==> src/rtl/msr_pkg.sv <==
package msr_pkg;

    localparam int unsigned LINE_CNT = 4;

    // line positions inside the 4-bit input bus
    localparam int unsigned LN_CTS  = 0;
    localparam int unsigned LN_DSR  = 1;
    localparam int unsigned LN_RING = 2;
    localparam int unsigned LN_DCD  = 3;

    // field positions inside the status word
    localparam int unsigned FLAG_LSB  = 0;
    localparam int unsigned LEVEL_LSB = FLAG_LSB + LINE_CNT;
    localparam int unsigned FCM_POS   = LEVEL_LSB + LINE_CNT;
    localparam int unsigned USED_BITS = FCM_POS + 1;

    typedef logic [LINE_CNT-1:0] line_vec_t;

    // per-line selection of the edge that raises the flag
    typedef enum logic [1:0] {
        EDGE_BOTH   = 2'd0,
        EDGE_RISING = 2'd1
    } edge_mode_e;

endpackage

==> src/rtl/msr_sync.sv <==
module msr_sync #(
    parameter int unsigned WIDTH     = 4,
    parameter int unsigned STAGES    = 2,
    parameter logic        RESET_VAL = 1'b1
) (
    input  logic             clk_i,
    input  logic             rst_ni,
    input  logic [WIDTH-1:0] async_i,
    output logic [WIDTH-1:0] sync_o
);

    typedef struct packed {
        logic [STAGES-1:0][WIDTH-1:0] chain;
    } sync_state_t;

    sync_state_t st_d, st_q;

    always_comb begin
        st_d = st_q;
        st_d.chain[0] = async_i;
        for (int s = 1; s < int'(STAGES); s++) begin
            st_d.chain[s] = st_q.chain[s-1];
        end
    end

    always_ff @(posedge clk_i or negedge rst_ni) begin
        if (!rst_ni) begin
            st_q <= '{chain: {STAGES{{WIDTH{RESET_VAL}}}}};
        end else begin
            st_q <= st_d;
        end
    end

    assign sync_o = st_q.chain[STAGES-1];

endmodule

==> src/rtl/msr_edge.sv <==
module msr_edge #(
    parameter int unsigned WIDTH        = 4,
    parameter int unsigned PRIME_CYCLES = 3
) (
    input  logic             clk_i,
    input  logic             rst_ni,
    input  logic [WIDTH-1:0] level_i,
    output logic [WIDTH-1:0] rise_o,
    output logic [WIDTH-1:0] fall_o
);

    localparam int unsigned CNT_W = $clog2(PRIME_CYCLES + 1);
    localparam logic [CNT_W-1:0] ARMED_AT = CNT_W'(PRIME_CYCLES);

    typedef struct packed {
        logic [WIDTH-1:0] hist;
        logic [CNT_W-1:0] prime;
    } edge_state_t;

    edge_state_t st_d, st_q;
    logic        armed;

    assign armed = (st_q.prime == ARMED_AT);

    always_comb begin
        st_d      = st_q;
        st_d.hist = level_i;
        if (!armed) begin
            st_d.prime = st_q.prime + CNT_W'(1);
        end
    end

    // history follows the level every cycle; edges are reported once primed
    assign rise_o = armed ? (level_i & ~st_q.hist) : '0;
    assign fall_o = armed ? (~level_i & st_q.hist) : '0;

    always_ff @(posedge clk_i or negedge rst_ni) begin
        if (!rst_ni) begin
            st_q <= '{hist: '1, prime: '0};
        end else begin
            st_q <= st_d;
        end
    end

endmodule

==> src/rtl/modem_status_reg.sv <==
module modem_status_reg #(
    parameter int unsigned SYNC_STAGES = 2,
    parameter int unsigned DATA_W      = 32
) (
    input  logic              clk_i,
    input  logic              rst_ni,
    input  logic [3:0]        modem_n_i,
    input  logic              fc_mode_i,
    input  logic              rd_en_i,
    output logic [DATA_W-1:0] rd_data_o,
    output logic              irq_o
);

    import msr_pkg::*;

    localparam int unsigned PRIME  = SYNC_STAGES + 1;
    localparam int unsigned PAD_W  = DATA_W - USED_BITS;

    localparam edge_mode_e LINE_MODE [LINE_CNT] = '{
        EDGE_BOTH, EDGE_BOTH, EDGE_RISING, EDGE_BOTH
    };

    typedef struct packed {
        line_vec_t flags;
    } stat_state_t;

    line_vec_t   line_sync;
    line_vec_t   line_rise;
    line_vec_t   line_fall;
    line_vec_t   line_set;
    stat_state_t st_d, st_q;

    msr_sync #(
        .WIDTH     (LINE_CNT),
        .STAGES    (SYNC_STAGES),
        .RESET_VAL (1'b1)
    ) u_sync (
        .clk_i   (clk_i),
        .rst_ni  (rst_ni),
        .async_i (modem_n_i),
        .sync_o  (line_sync)
    );

    msr_edge #(
        .WIDTH        (LINE_CNT),
        .PRIME_CYCLES (PRIME)
    ) u_edge (
        .clk_i   (clk_i),
        .rst_ni  (rst_ni),
        .level_i (line_sync),
        .rise_o  (line_rise),
        .fall_o  (line_fall)
    );

    for (genvar g = 0; g < int'(LINE_CNT); g++) begin : g_line
        if (LINE_MODE[g] == EDGE_RISING) begin : g_rise_only
            assign line_set[g] = line_rise[g];
        end else begin : g_both
            assign line_set[g] = line_rise[g] | line_fall[g];
        end
    end

    // set wins over the clear that a read applies
    always_comb begin
        st_d = st_q;
        if (rd_en_i) begin
            st_d.flags = '0;
        end
        st_d.flags = st_d.flags | line_set;
    end

    always_ff @(posedge clk_i or negedge rst_ni) begin
        if (!rst_ni) begin
            st_q <= '{flags: '0};
        end else begin
            st_q <= st_d;
        end
    end

    assign rd_data_o = {{PAD_W{1'b0}}, fc_mode_i, ~line_sync, st_q.flags};
    assign irq_o     = |st_q.flags;

endmodule

==> config.mk <==
export PLATFORM = sky130hd
export DESIGN_NAME = modem_status_reg
export DESIGN_NICKNAME = d
export VERILOG_FILES = /design/src/rtl/msr_pkg.sv /design/src/rtl/msr_sync.sv /design/src/rtl/msr_edge.sv /design/src/rtl/modem_status_reg.sv
export SDC_FILE = /design/constraint.sdc
export NUM_CORES = 1
export LEC_CHECK = 0
export ABC_AREA = 1
export BUFFER_PORTS_ARGS = -buffer_cell sky130_fd_sc_hd__buf_4
export CAP_MARGIN = 20
export CORE_UTILIZATION = 39
export CTS_CLUSTER_DIAMETER = 120
export DETAILED_ROUTE_END_ITERATION = 12
export PLACE_DENSITY_LB_ADDON = 0.1
export SYNTH_ARGS = -nofsm -noshare
export SYNTH_HDL_FRONTEND = slang
export SYNTH_SLANG_ARGS = --single-unit
==> constraint.sdc <==
create_clock -name clk_i -period 0.97 [get_ports clk_i]
set_input_delay 0.0485 -clock clk_i [delete_from_list [all_inputs] [get_ports clk_i]]
set_output_delay 0.0485 -clock clk_i [all_outputs]
set_load 0.1 [all_outputs]
==> results.txt <==
----------------------------------------------------
[Pwr]
  Share of power burned in the clock network ... 21.2%
  PnR Total Power ... 2090 uW
  Fraction of power spent switching nets ... a little over two fifths
  Net switching power ... 894 uW
  Largest voltage drop on the vdd net ... 0.00110 V
  Flop pwr share ... about two fifths
  Leakage Power ... 0.000561 uW
  Combinational group share of total power ... 38.6%
  Total internal power ... 1200 uW
  P per Cell Area ... roughly 1900 nW/um^2

[STA]
  Final Setup Violations ... 8
  Unrepaired setup endpoints after global routing ... true
  Setup ws final ... -153 ps
  Worst clock skew ... between 1 and 1.5 ps
  Max-slew violation count ... 0
  Count of endpoints failing hold in the final timing report ... 0
  Final critical-path share of the clock period ... 116%
  Final critical path time including I/O delays and setup ... 1120 ps
  F_max ... 0.890 GHz
  Hold slack final ... 33.4 ps

[Clocking]
  # H-tree levels ... 1
  Cell chosen for the clock root ... sky130_fd_sc_hd__clkbuf_4
  Maximum clock insertion buffer count ... 2
  Inserted Clock Buffers ... 3
  Insertion delay of the later-clocked pin in the worst-skew pair ... 280 ps
  CTS sink cnt ... 18
  TritonCTS clock tree ... yes
  Clock-pin slew of the registers on the worst-case setup and hold paths ... 100 ps

[Synth]
  Post-synthesis sequential area ratio ... a little under three fifths
  Synthesis Warnings ... 0
  List of most frequent post-synthesis cells ... sky130_fd_sc_hd__buf_4, sky130_fd_sc_hd__dfstp_2, sky130_fd_sc_hd__inv_1, sky130_fd_sc_hd__nand3_1, sky130_fd_sc_hd__nand2_1
  Post-Syn Area ... ~800 sq um
  Most common cell in the synthesized netlist ... sky130_fd_sc_hd__buf_4
  Largest area contributor in the synthesized netlist ... sky130_fd_sc_hd__dfstp_2
  Count of mapped cells out of synthesis ... between 70 and 80
  Synth cell types ... 12
  Share of async-settable or async-resettable flops after synthesis ... 100%
  Post-synth EDFFs ... 0
  Leading register cell type out of synthesis ... sky130_fd_sc_hd__dfstp_2
  Most area-consuming cells after synthesis ... sky130_fd_sc_hd__dfstp_2, sky130_fd_sc_hd__buf_4, sky130_fd_sc_hd__dfrtp_1, sky130_fd_sc_hd__nand3_1, sky130_fd_sc_hd__inv_1
  Avg Inst Size Synth ... 10.6 sq um
  Share of the synthesized area in the top cell type ... 39.0%
  Flops & latches, synth ... 18

[Global route]
  Vias in the first global route ... ~430
  Global Route Usage Sum ... 11.2%
  Wire length of the first global-routing pass ... 1640 um
  Gr ovfl total ... 0
  Number of antenna violations at the first check in global routing ... 0
  Pin count of the biggest net entering global routing ... 19

[Min path]
  Type of the most critical hold path ... primary input to register
  WHS Endpoint ... st_q[2]$_DFF_PN0_
  Cell depth of the worst min-delay path ... 4
  Worst Min Path Start ... rd_en_i

[Placement]
  Count of buffers inserted at the top-level ports ... 15
  DP Wirelength ... ~700 um
  Instance area after placement ... 861 sq um
  Routability cong. ... 0.636

[Die]
  Placement Rows ... 16
  Die Span X ... 47.5 um
  Core area ... 1960 sq um
  Initial core utilization ... between 40% and 50%
  Die Outline Area ... 2260 sq um
  Boundary pin count ... 41
  Height of the chip ... 47.5 um

[Detailed routing]
  Average wire per standard cell ... approximately 7.9 um
  Remaining routing DRC violations ... 0
  Total number of vias ... ~510
  Residual antenna-violating net count after detailed routing ... 0
  Sum of routed wire length over all layers ... roughly 1000 um
  Number of optimization iterations in the first detailed-route pass ... 1
  Vias per std cell ... slightly below 4
  First DRT Iteration DRCs ... 0

[Setup path]
  Arrival time at the worst endpoint ... 1070 ps
  Origin of the critical flop-to-flop path ... u_sync.sync_o[3]$_DFF_PN1_
  Register-to-register setup slack ... 50 ps
  Worst endpoint required time ... 920 ps
  CP startpoint kind ... register
  Endpoint type of the worst setup path ... output pin
  Crit Path Class ... register to output pin
  Number of cells on the worst reg-to-reg path ... 4
  Reg-to-reg critical path endpoint ... st_q[3]$_DFF_PN0_
  Max FO, Critical Path ... 3

[Cells and area]
  Total number of nets in the final design ... 116
  Fraction of layout instances using a drive strength above 1 ... 50.9%
  Synthesis-to-layout area growth ... 39.8%
  Diodes inserted ... 0
  Finished Cell Area ... 1130 sq um
  Fill cell count ... 178

[Flow run]
  Max Cap Viol ... 0

[Status]
  Outcome ... complete, but fails checks
  Violations in the final reports ... setup timing

----------------------------------------------------
## through the flow
step                worst slack (ps)  instances  util [%]  TNS (ps)
finish                          -153        133      57.6      -816
global route                    -209        133      57.6     -1210
CTS                             -165        132      55.5      -913
detailed placement             -34.7        116      43.9      -122
floorplan                       -293         98         -     -1250
global placement               -14.4        116      43.9     -34.8
## sequential cells by signal (all words and copies together), names as in the netlist
signal / count
st_q: 4
u_edge.st_q: 6
u_sync.st_d: 4
u_sync.sync_o: 4
## routing by layer
metal / vias up / wire, um / part of all wire [%] / GRT usage [%]
met5: - / 0 / 0 / 0
met4: 0 / 4 / 0.38 / 6.86
li1: 245 / - / - / -
met1: 241 / 425 / 41 / 12.1
met2: 26 / 565 / 54 / 19.2
met3: 2 / 53 / 5.1 / 3.40
## final cells by class
class	instances	area [sq um]	area share [%]
Sequential cell	18	470	41.6
Timing Repair Buffer	29	325	28.8
Multi-Input combinational cell	45	226	20.0
Inverter	10	37.5	3.32
Clock buffer	4	36.3	3.21
Tap cell	27	33.8	2.99
## worst max path at each step
stage                               start           endpoint  slack, ps  cells past startpoint
2_1_floorplan  u_sync.sync_o[0]$_DFF_PN1_  st_q[0]$_DFF_PN0_       -290                      3
3_3_place_gp   u_edge.st_q[0]$_DFFE_PN0N_  st_q[0]$_DFF_PN0_        -10                      3
3_5_place_dp   u_edge.st_q[0]$_DFFE_PN0N_  st_q[0]$_DFF_PN0_        -30                      3
4_1_cts                 st_q[0]$_DFF_PN0_              irq_o       -170                      3
5_1_grt                 st_q[0]$_DFF_PN0_              irq_o       -210                      3
6_report                st_q[0]$_DFF_PN0_              irq_o       -150                      3
## what timing repair did
| action | CTS | global route |
|---|---|---|
| pin swaps | 3 | 0 |
| resized for setup | 27 | 6 |
| hold endpoints to repair | 22 | 0 |
| setup buffers | 7 | 1 |
| endpoints found under the setup margin | 15 | 13 |
| hold buffers | 5 | 0 |
## logic make-up after synthesis
logic type                 Yosys count  synth area share, %
other                                1                0.464
xor gates and xnor gates             1                 1.08
AOI/OAI and AO/OA                    1                0.619
DFF                                 18                 57.6
and+or+nand+nor                     19                 10.4
adders and majority gates            1                 1.55
buffers and inverters               35                 28.3
## placed cells by master, fill, tap and decap left out
cell type,n
sky130_fd_sc_hd__buf_12,7
sky130_fd_sc_hd__buf_4,16
sky130_fd_sc_hd__buf_8,1
sky130_fd_sc_hd__clkbuf_4,3
sky130_fd_sc_hd__clkbuf_8,1
sky130_fd_sc_hd__conb_1,23
sky130_fd_sc_hd__dfrtp_1,2
sky130_fd_sc_hd__dfrtp_2,4
sky130_fd_sc_hd__dfstp_2,12
sky130_fd_sc_hd__dlygate4sd3_1,5
sky130_fd_sc_hd__ha_4,1
sky130_fd_sc_hd__inv_1,6
sky130_fd_sc_hd__inv_2,4
sky130_fd_sc_hd__nand2_1,6
sky130_fd_sc_hd__nand2_2,1
sky130_fd_sc_hd__nand3_1,8
sky130_fd_sc_hd__nand3_2,2
sky130_fd_sc_hd__nor2_2,2
sky130_fd_sc_hd__o21ai_1,1
sky130_fd_sc_hd__xnor2_1,1
## power by group through the flow
stage	Clock [uW]	Combinational, uW	Sequential, uW
after floorplan	0	585	967
after global placement	0	694	851
after detailed placement	0	695	852
after CTS	474	788	842
after global routing	497	841	847
final	445	808	842
## worst max-delay path, stage by stage, from the launching register on
cell,delay [ps]
sky130_fd_sc_hd__dfrtp_2,430
sky130_fd_sc_hd__nor2_2,120
sky130_fd_sc_hd__nand2_2,80
sky130_fd_sc_hd__buf_12,170
No activity file was read; power rests on OpenSTA's default activity.
